<file path="config.mk">
export PLATFORM = sky130hd
export DESIGN_NAME = fetch_gate_top
export DESIGN_NICKNAME = d
export VERILOG_FILES = /design/src/rtl/fetch_gate_pkg.sv /design/src/rtl/dbg_mode_fsm.sv /design/src/rtl/dbg_rom_window.sv /design/src/rtl/fetch_perm_check.sv /design/src/rtl/fetch_gate_top.sv
export SDC_FILE = /design/constraint.sdc
export NUM_CORES = 1
export LEC_CHECK = 0
export BUFFER_PORTS_ARGS = -buffer_cell sky130_fd_sc_hd__buf_2
export CAP_MARGIN = 10
export CORE_AREA = 4 4 41 43
export CTS_CLUSTER_SIZE = 8
export DETAILED_ROUTE_END_ITERATION = 10
export DIE_AREA = 0 0 45 47
export PLACE_DENSITY = 0.51
export RECOVER_POWER = 50
export SYNTH_ARGS = -nofsm -noshare
export SYNTH_HDL_FRONTEND = slang
export SYNTH_SLANG_ARGS = --single-unit
</file>
<file path="constraint.sdc">
create_clock -name clk -period 1.7 [get_ports clk]
set_input_delay 0.085 -clock clk [delete_from_list [all_inputs] [get_ports clk]]
set_output_delay 0.085 -clock clk [all_outputs]
set_load 0.03 [all_outputs]
</file>
<file path="src/rtl/fetch_gate_pkg.sv">
package fetch_gate_pkg;

    typedef enum logic {
        DBG_RUN    = 1'b0,
        DBG_HALTED = 1'b1
    } dbg_state_e;

    typedef struct packed {
        logic grant;
        logic fault;
    } fetch_verdict_t;

endpackage

</file>
<file path="src/rtl/dbg_mode_fsm.sv">
module dbg_mode_fsm
    import fetch_gate_pkg::*;
(
    input  logic clk,
    input  logic rst_n,
    input  logic halt_req,
    input  logic dret,
    output logic trap_now,
    output logic flag_q
);

    dbg_state_e state_q;
    dbg_state_e state_d;

    // state register
    always_ff @(posedge clk or negedge rst_n) begin
        if (!rst_n) begin
            state_q <= DBG_RUN;
        end else begin
            state_q <= state_d;
        end
    end

    // transitions: enter, resume, re-enter (trap beats return)
    always_comb begin
        state_d = state_q;
        unique case (state_q)
            DBG_RUN: begin
                if (halt_req) begin
                    state_d = DBG_HALTED;
                end
            end
            DBG_HALTED: begin
                if (dret && !halt_req) begin
                    state_d = DBG_RUN;
                end
            end
            default: state_d = DBG_RUN;
        endcase
    end

    // outputs
    always_comb begin
        trap_now = halt_req;
        flag_q   = (state_q == DBG_HALTED);
    end

endmodule

</file>
<file path="src/rtl/dbg_rom_window.sv">
module dbg_rom_window #(
    parameter int unsigned          ADDR_W   = 32,
    parameter logic [ADDR_W-1:0]    ROM_BASE = 'h800,
    parameter logic [ADDR_W-1:0]    ROM_LAST = 'hFFF
) (
    input  logic [ADDR_W-1:0] addr,
    output logic              in_window
);

    always_comb begin
        in_window = (addr >= ROM_BASE) && (addr <= ROM_LAST);
    end

endmodule

</file>
<file path="src/rtl/fetch_perm_check.sv">
module fetch_perm_check
    import fetch_gate_pkg::*;
(
    input  logic           fetch_valid,
    input  logic           in_window,
    input  logic           status,
    output fetch_verdict_t verdict
);

    always_comb begin
        verdict.grant = fetch_valid && (!in_window || status);
        verdict.fault = fetch_valid && in_window && !status;
    end

endmodule

</file>
<file path="src/rtl/fetch_gate_top.sv">
module fetch_gate_top
    import fetch_gate_pkg::*;
#(
    parameter int unsigned          ADDR_W     = 32,
    parameter logic [ADDR_W-1:0]    ROM_BASE   = 'h800,
    parameter logic [ADDR_W-1:0]    ROM_LAST   = 'hFFF,
    parameter bit                   FWD_STATUS = 1'b1
) (
    input  logic              clk,
    input  logic              rst_n,
    input  logic              halt_req,
    input  logic              dret,
    input  logic              fetch_valid,
    input  logic [ADDR_W-1:0] fetch_addr,
    output logic              fetch_grant,
    output logic              fetch_fault,
    output logic              dbg_status
);

    logic           trap_now;
    logic           flag_q;
    logic           in_window;
    logic           status;
    fetch_verdict_t verdict;

    dbg_mode_fsm u_fsm (
        .clk      (clk),
        .rst_n    (rst_n),
        .halt_req (halt_req),
        .dret     (dret),
        .trap_now (trap_now),
        .flag_q   (flag_q)
    );

    dbg_rom_window #(
        .ADDR_W   (ADDR_W),
        .ROM_BASE (ROM_BASE),
        .ROM_LAST (ROM_LAST)
    ) u_win (
        .addr      (fetch_addr),
        .in_window (in_window)
    );

    generate
        if (FWD_STATUS) begin : g_fwd
            always_comb status = trap_now || flag_q;
        end else begin : g_reg
            logic unused_trap;
            always_comb begin
                unused_trap = trap_now;
                status      = flag_q;
            end
        end
    endgenerate

    fetch_perm_check u_chk (
        .fetch_valid (fetch_valid),
        .in_window   (in_window),
        .status      (status),
        .verdict     (verdict)
    );

    always_comb begin
        fetch_grant = verdict.grant;
        fetch_fault = verdict.fault;
        dbg_status  = status;
    end

endmodule

</file>
## Word-level counts from Yosys, hierarchy flattened

Cells that the tools add are included.

- Reductions and logical operators: 10
- Muxes and demuxes: 3
- Bitwise operators: 1
- $lt $le $gt $ge: 2

Operators with widths:

| cell | count |
|---|---|
| $ge 32x12->1 const B | 1 |
| $le 32x12->1 const B | 1 |
| $logic_and 1x1->1 | 5 |
| $logic_not 1->1 | 3 |
| $logic_or 1x1->1 | 2 |
| $mux 1 | 2 |
| $pmux 1 s2 | 1 |
| $not 1->1 | 1 |

- Register bits after elaboration: 1
- Word-level logic and storage cells: 17
- Output and inout bits: 3

## Depth between registers and ports, before layout

Gate-level depths: netlist of run 1.

- Depth after elaboration: 5
- Depth in mapped cells: 3

## Hierarchy

A second synthesis of run 1 with hierarchy kept.

- Cells, all modules: 17
- Area total of the unflattened synthesis: 130.1 µm²

Modules (own cells, without submodules):

| module | cells each | seq. area each (µm²) | times used | area each (µm²) |
|---|---|---|---|---|
| dbg_rom_window | 9 | 0.0 | 1 | 62.6 |
| dbg_mode_fsm | 4 | 25.0 | 1 | 43.8 |
| fetch_perm_check | 3 | 0.0 | 1 | 17.5 |
| fetch_gate_top | 1 | 0.0 | 1 | 6.3 |

## Worst setup path before layout of run 1

Ideal clock, no wire load.

- Path type: register to output
- Start: reg u_fsm.state_q, in the netlist u_fsm.flag_q
- End: out fetch_fault
- Slack: -296 ps
- Data arrival time: 1911 ps
- Cell stages (with the launch flop): 4
- Buffers on the path: 0
- Cell sequence: dfrtp_1 > or2_2 > or4_1 > nor3_1

- Longest elaborated chain between the ends: 3

RTL lines:

| what | line | source |
|---|---|---|
| from (decl) | dbg_mode_fsm.sv:12 | `dbg_state_e state_q;` |
| from (signal assigned) | dbg_mode_fsm.sv:20 | `state_q <= state_d;` |
| $logic_or 1x1->1 | fetch_gate_top.sv:46 | `always_comb status = trap_now \|\| flag_q;` |
| via dbg_status | fetch_gate_top.sv:17 | `output logic dbg_status` |
| $logic_not 1->1 | fetch_perm_check.sv:12 | `verdict.fault = fetch_valid && in_window && !status;` |
| $logic_and 1x1->1 | fetch_perm_check.sv:12 |  |
| to (decl) | fetch_gate_top.sv:16 | `output logic fetch_fault,` |

The timed path passes the listed nets, and every way through them passes these cells.

## Final worst setup path of run 1

- Start: reg u_fsm.state_q, in the netlist u_fsm.flag_q
- End: out fetch_grant

- Longest elaborated chain between the ends: 3

RTL lines:

| what | line | source |
|---|---|---|
| $logic_or 1x1->1 | fetch_gate_top.sv:46 |  |
| $logic_or 1x1->1 | fetch_perm_check.sv:11 | `verdict.grant = fetch_valid && (!in_window \|\| status);` |
| $logic_and 1x1->1 | fetch_perm_check.sv:11 |  |
| to (decl) | fetch_gate_top.sv:15 | `output logic fetch_grant,` |

Every way passes these cells.

==> results of run 1 <==
## path summary, 6_finish.rpt
kind | start | end
worst max-delay path | u_fsm.flag_q$_DFF_PN0_ | fetch_grant
worst min-delay path | halt_req | u_fsm.flag_q$_DFF_PN0_
worst max register to register | u_fsm.flag_q$_DFF_PN0_ | u_fsm.flag_q$_DFF_PN0_
worst min register to register | u_fsm.flag_q$_DFF_PN0_ | u_fsm.flag_q$_DFF_PN0_
max in group asynchronous | rst_n | u_fsm.flag_q$_DFF_PN0_
min in group asynchronous | rst_n | u_fsm.flag_q$_DFF_PN0_
## layer usage
metal,share of wire [%],routed length (um),track usage (%),vias to the layer above
met5,0,0,0,-
met4,0,0,0,0
met3,32,158,1.149,0
met2,37,179,8.757,29
met1,31,152,4.289,89
li1,-,-,-,114
## synthesized netlist by cell type
cell,count
inv_1,2
nor3_1,2
nor4_1,2
or4_1,2
a21o_1,1
dfrtp_1,1
nand4_1,1
nor4b_1,1
o21a_1,1
or2_2,1
## power groups by stage
stage / logic, mW / registers [mW] / clock network [mW]
finish: 0.0444 / 0.0266 / 0
global route: 0.0493 / 0.0267 / 0
CTS: 0.0452 / 0.0267 / 0
detailed placement: 0.0433 / 0.0267 / 0
global placement: 0.0425 / 0.0266 / 0
floorplan: 0.0129 / 0.0264 / 0
## metrics by stage
| step | power [mW] | utilization, % | setup WS [ns] | area, um2 |
|---|---|---|---|---|
| 6_report | 0.07095 | 22.02 | 0.05525 | 286.5 |
| 5_1_grt | 0.07591 | 22.02 | 0.01336 | 286.5 |
| 4_1_cts | 0.07190 | 22.02 | 0.04067 | 286.5 |
| 3_5_place_dp | 0.06997 | 21.25 | 0.04769 | 276.5 |
| 3_3_place_gp | 0.06912 | 21.25 | 0.04836 | 276.5 |
| 2_1_floorplan | 0.03930 | - | 0.02712 | 117.6 |
## critical path, delay by kind of cell (launching register included)
kind,cells,cell delay [ns]
buffers and inverters,1,0.17
AO/OA/AOI/OAI,1,0.20
AND/OR/NAND/NOR,2,0.84
flip-flops,1,0.35
## final cells by class
cell class,count,area (um2)
sequential,1,25.02
tap,15,18.77
timing repair buffer,29,150.1
fill,154,1015
multi-input combinational,11,85.08
inverter,2,7.507
## cells in the final DEF (no fill, tap or decap), drive strengths merged
master / synthesis / routed
buf: 0 / 28
nor4: 2 / 2
or4: 2 / 2
inv: 2 / 2
nor3: 2 / 2
or2: 1 / 1
nor4b: 1 / 1
nand4: 1 / 1
o21a: 1 / 1
a21o: 1 / 1
dlygate4sd3: 0 / 1
dfrtp: 1 / 1
## timing repair
item	in CTS	in global routing
endpoints found under the hold margin	1	0
buffers inserted	0	0
hold buffers	1	0
## cell families (layout without fill, tap and decap cells)
kind of cell           count (synthesis)  after routing  share of synthesized area (%)
AOI/OAI and AO/OA                      2              2                          14.12
buffers and inverters                  2             31                          7.061
DFF                                    1              1                          23.53
and+or+nand+nor                        9              9                          55.30
==> run summary, run 1 <==
run status: finished clean
area leader, netlist: dfrtp_1
post-synthesis cell type count: 10
placeable core area: 1301 um2
clock slew at the register clock pins of the worst setup and hold paths: 0 ns
# diodes: 0
Max Cap Viol: 0
maximum vdd ir drop: 130.3 uV
clock share of power: 0%
Crit Path Class: flop to output pin
share of cells above drive strength 1: 69.77%
cell row count: 13
syn nets: 51
routed vias/inst: 4.000
Tmin final: 1.645 ns
# DRC: 0
Initial DRC Count: 0
switching part of the total: 24.72%
Placed Instances: 57
grt total ovfl: 0
IO Port Bufs: 28
Initial Util: 8.173%
IO Pins: 40
syn_area_per_cell: 7.597 um2
die area: 2115 um2
Register-to-Register Path Depth: 1
max FFs per register: 1
Final Max Tran Viols: 0
Worst path max stage delay: 0.54 ns
CP startpoint kind: flop
worst hold path type: primary input to flop
1st-pass router iterations: 1
Final setup viols: 0
crit-path cells: or2_2, or4_1, o21a_1, buf_2
Worst Tran Pin Value: 0.2773 ns
hold path depth: 2
number of synthesized register bits: 1
unrepaired setup endpoints after global routing: false
Mapped Cells: 14
final hold slack: 0.2826 ns
Cell Pwr Density: 247.6 nW/um2
Slew Limit Headroom: 81.34%
initial antenna violation count: 0
DR WL/cell: 8.448 um
HPWL after DPL: 479.8 um
Worst-Skew Late Latency: 0 ns
Leakage: 0.1581 nW
Max FO, Critical Path: 2
P_sw: 0.01754 mW
area added between synthesis and finish: 169.4%
setup tns final: 0 ns
Area contributors post-synth: dfrtp_1 (24%), or4_1 (14%), nor4_1 (12%), nor3_1 (9.4%), nor4b_1 (8.2%)
Tot GR Track Use: 4.177%
fmax: 0.6080 GHz
r2r setup slk: 1.08 ns
Synth top area share: 23.53%
GPL Wtd Cong: 0.5735
Combinational Power Share: 62.5%
routed vias: 232
DRT antenna net count: 0
DIE HEIGHT: 47 um
Internal Power: 0.05341 mW
vias in the first global route: 218
Nets: 82
overall die width: 45 um
Final Hold Viols: 0
PostCTS Resize Cnt: 0
slowest CP cell: or4_1
crit path DAT: 1.56 ns
Layout Skew: 0 ns
first-pass GRT wire length: 710 um
yosys warns: 0
largest net degree at the start of global routing: 3
Layout Cells excl Fill: 58
Crit. End Element: output pin
routed wire length: 490 um
sequential power share: 37.5%
Required @ worst endpoint: 1.62 ns
sequential area share after synthesis: 23.53%
final worst-path cycle share: 96.75%
Mapped Area: 106.4 um2
Note: power is estimated with default switching activity, not from simulation.
==> inputs of run 2 (changes only) <==
ABC_AREA = 1   (was unset)
PLACE_DENSITY = 0.54   (was 0.51)
clock period = 1.6 ns   (was 1.7 ns; I/O delays follow)
==> run summary, run 2 <==
Max FO, Critical Path: 3 (was 2)
Core Util, Final: 23.65% (was 22.02%)
met1 Resource Use GR: 4.279% (was 4.289%)
Initial Util: 10.96% (was 8.173%)
syn nets: 68 (was 51)
DR WL/cell: 6.987 um (was 8.448 um)
Crit. End Element: output pin (unchanged)
post-synthesis cell type count: 7 (was 10)
crit path DAT: 1.07 ns (was 1.56 ns)
Tot GR Track Use: 4.409% (was 4.177%)
routed vias/inst: 3.573 (was 4.000)
Max Cap Viol: 0 (unchanged)
number of synthesized register bits: 1 (unchanged)
most used cell, CP: nor2_1
vias in the first global route: 216 (was 218)
pre-CTS setup slack: 0.4578 ns (was 0.04769 ns)
Post-CTS Setup Inserts: 0 (unchanged)
Mapped Area: 142.6 um2 (was 106.4 um2)
IO Port Bufs: 28 (unchanged)
P_sw: 0.02436 mW (was 0.01754 mW)
M3 GR Usage: 0% (was 1.149%)
Commonest cells post-synth: nor2_1 (14), nand2_1 (7), inv_1 (6) (was inv_1 (2), nor3_1 (2), nor4_1 (2), or4_1 (2))
CP startpoint kind: flop (unchanged)
clock slew at the register clock pins of the worst setup and hold paths: 0 ns (about the same)
fmax: 0.8697 GHz
Tmin final: 1.150 ns
Mapped Cells: 31 (was 14)
sequential power share: 34.4% (was 37.5%)
final worst-path cycle share: 71.86%
hold buffers post-CTS: 1 (unchanged)
overall die width: 45 um (unchanged)
maximum vdd ir drop: 136.6 uV (was 130.3 uV)
cell row count: 13 (unchanged)
grt total ovfl: 0 (unchanged)
slowest CP cell: dfrtp_1 (was or4_1)
Required @ worst endpoint: 1.52 ns (was 1.62 ns)
1st-pass router iterations: 1 (unchanged)
Initial DRC Count: 0 (unchanged)
largest net degree at the start of global routing: 4 (was 3)
Synth top area share: 36.84% (was 23.53%)
max FFs per register: 1 (unchanged)
yosys warns: 0 (unchanged)
first-pass GRT wire length: 724 um (was 710 um)
Crit Path Class: flop to output pin (unchanged)
met2 Use GR: 10.45% (was 8.757%)
Layout Cells excl Fill: 75 (was 58)
Leakage: 0.1879 nW (was 0.1581 nW)
share of cells above drive strength 1: 45.00% (was 69.77%)
PostCTS Resize Cnt: 0 (unchanged)
dominant synthesized flop cell: dfrtp_1 (unchanged)
Cell Pwr Density: 269.8 nW/um2 (was 247.6 nW/um2)
grt peak-use layer: met2 (unchanged)
Area contributors post-synth: nor2_1 (37%), nand2_1 (18%), dfrtp_1 (18%), inv_1 (16%), nor2_2 (4.4%) (was dfrtp_1 (24%), or4_1 (14%), nor4_1 (12%), nor3_1 (9.4%), nor4b_1 (8.2%))
# DRC: 0 (unchanged)
initial antenna violation count: 0 (unchanged)
Worst Tran Pin Value: 0.1847 ns (was 0.2773 ns)
commonest non-fill, non-tap cell in the layout: buf_2 (unchanged)
switching part of the total: 29.33% (was 24.72%)
run status: finished clean (unchanged)
area added between synthesis and finish: 115.8% (was 169.4%)
Final Hold Viols: 0 (unchanged)
crit-path cells: nor2_1, nand2_1, nor2_1, nand3_1, nor2_1, buf_2 (was or2_2, or4_1, o21a_1, buf_2)
Nets: 99 (was 82)
area leader, netlist: nor2_1 (was dfrtp_1)
IO Pins: 40 (unchanged)
# diodes: 0 (unchanged)
async set-or-reset flop fraction in the synthesized netlist: 100.0% (unchanged)
Worst path max stage delay: 0.34 ns (was 0.54 ns)
syn_area_per_cell: 4.601 um2 (was 7.597 um2)
Finished Cell Area: 307.8 um2 (was 286.5 um2)
Worst-Skew Late Latency: 0 ns (about the same)
Internal Power: 0.05870 mW (was 0.05341 mW)
clock share of power: 0% (about the same)
Final setup viols: 0 (unchanged)
Combinational Power Share: 65.6% (was 62.5%)
unrepaired setup endpoints after global routing: false (unchanged)
GPL Wtd Cong: 0.5554 (was 0.5735)
area post-placement: 301.5 um2 (was 276.5 um2)
delay-heaviest family, CP: simple AND/OR/NAND/NOR gates (unchanged)
routed wire length: 524 um (was 490 um)
Slew Limit Headroom: 87.64% (was 81.34%)
HPWL after DPL: 488.4 um (was 479.8 um)
commonest cells after routing, fill and taps aside: buf_2 (27), nor2_1 (15), nand2_1 (7), inv_1 (6) (was buf_2 (28), nor4_1 (2), or4_1 (2), inv_1 (2))
placeable core area: 1301 um2 (unchanged)
Layout Skew: 0 ns (unchanged)
CP Buf/Inv Count: 1 (unchanged)
worst hold path type: primary input to flop (unchanged)
DRT antenna net count: 0 (unchanged)
Placed Instances: 74 (was 57)
count leader, synth: nor2_1
sequential area share after synthesis: 17.54% (was 23.53%)
DIE HEIGHT: 47 um (unchanged)
setup tns final: 0 ns (unchanged)
routed vias: 268 (was 232)
Final Max Tran Viols: 0 (unchanged)
Post-synth EDFFs: 0 (unchanged)
die area: 2115 um2 (unchanged)
post-route setup slack: 0.4502 ns (was 0.05525 ns)
==> run 2: cell count changes in the layout (fill, tap and decap cells not counted), sizes merged, moves of 2 or more <==
cell,change
nand2,+7
inv,+4
nor4,-2
or4,-2
nor3,-2
nor2,+15
==> run 2: worst paths after layout <==
kind	startpoint	to	slack, ns	cells after the start
hold reg to reg	u_fsm.flag_q$_DFF_PN0_	u_fsm.flag_q$_DFF_PN0_	0.53	2
max in group asynchronous	rst_n	u_fsm.flag_q$_DFF_PN0_	1.11	2
setup / recovery	u_fsm.flag_q$_DFF_PN0_	fetch_fault	0.45	6
hold / removal	dret	u_fsm.flag_q$_DFF_PN0_	0.27	2
min in group asynchronous	rst_n	u_fsm.flag_q$_DFF_PN0_	0.39	2
setup reg to reg	u_fsm.flag_q$_DFF_PN0_	u_fsm.flag_q$_DFF_PN0_	0.89	2
==> run 2: cell type report <==
| cell class | instances | area [um2] |
|---|---|---|
| Fill cell | 163 | 993.5 |
| Inverter | 6 | 22.52 |
| Multi-Input combinational cell | 24 | 92.59 |
| Sequential cell | 1 | 25.02 |
| Tap cell | 15 | 18.77 |
| Timing Repair Buffer | 29 | 148.9 |
==> run 2: kinds of logic after synthesis <==
family	Yosys count	synth area share, %
and+or+nand+nor	23	63.16
buffers and inverters	6	15.79
DFF	1	17.54
AOI/OAI and AO/OA	1	3.505
==> run 2: power groups by stage <==
stage                     Combinational [mW]  Sequential (mW)  Clock [mW]
after floorplan                       0.0200           0.0289           0
after detailed placement              0.0542           0.0289           0
after CTS                             0.0563           0.0289           0
after global routing                  0.0617           0.0285           0
final                                 0.0545           0.0286           0
after global placement                0.0525           0.0289           0
==> run 2: layer usage <==
layer,part of all wire (%),up-vias
li1,-,147
met1,33,101
met2,45,20
met3,21,0
met4,0,0
met5,0,-
==> run 2: per-stage QoR <==
step	hold WS (ns)	power (mW)
after global routing	0.2957	0.09023
after detailed placement	-0.1433	0.08316
after CTS	0.2758	0.08518
final	0.2708	0.08306
after floorplan	-0.2156	0.04886
after global placement	-0.1448	0.08139
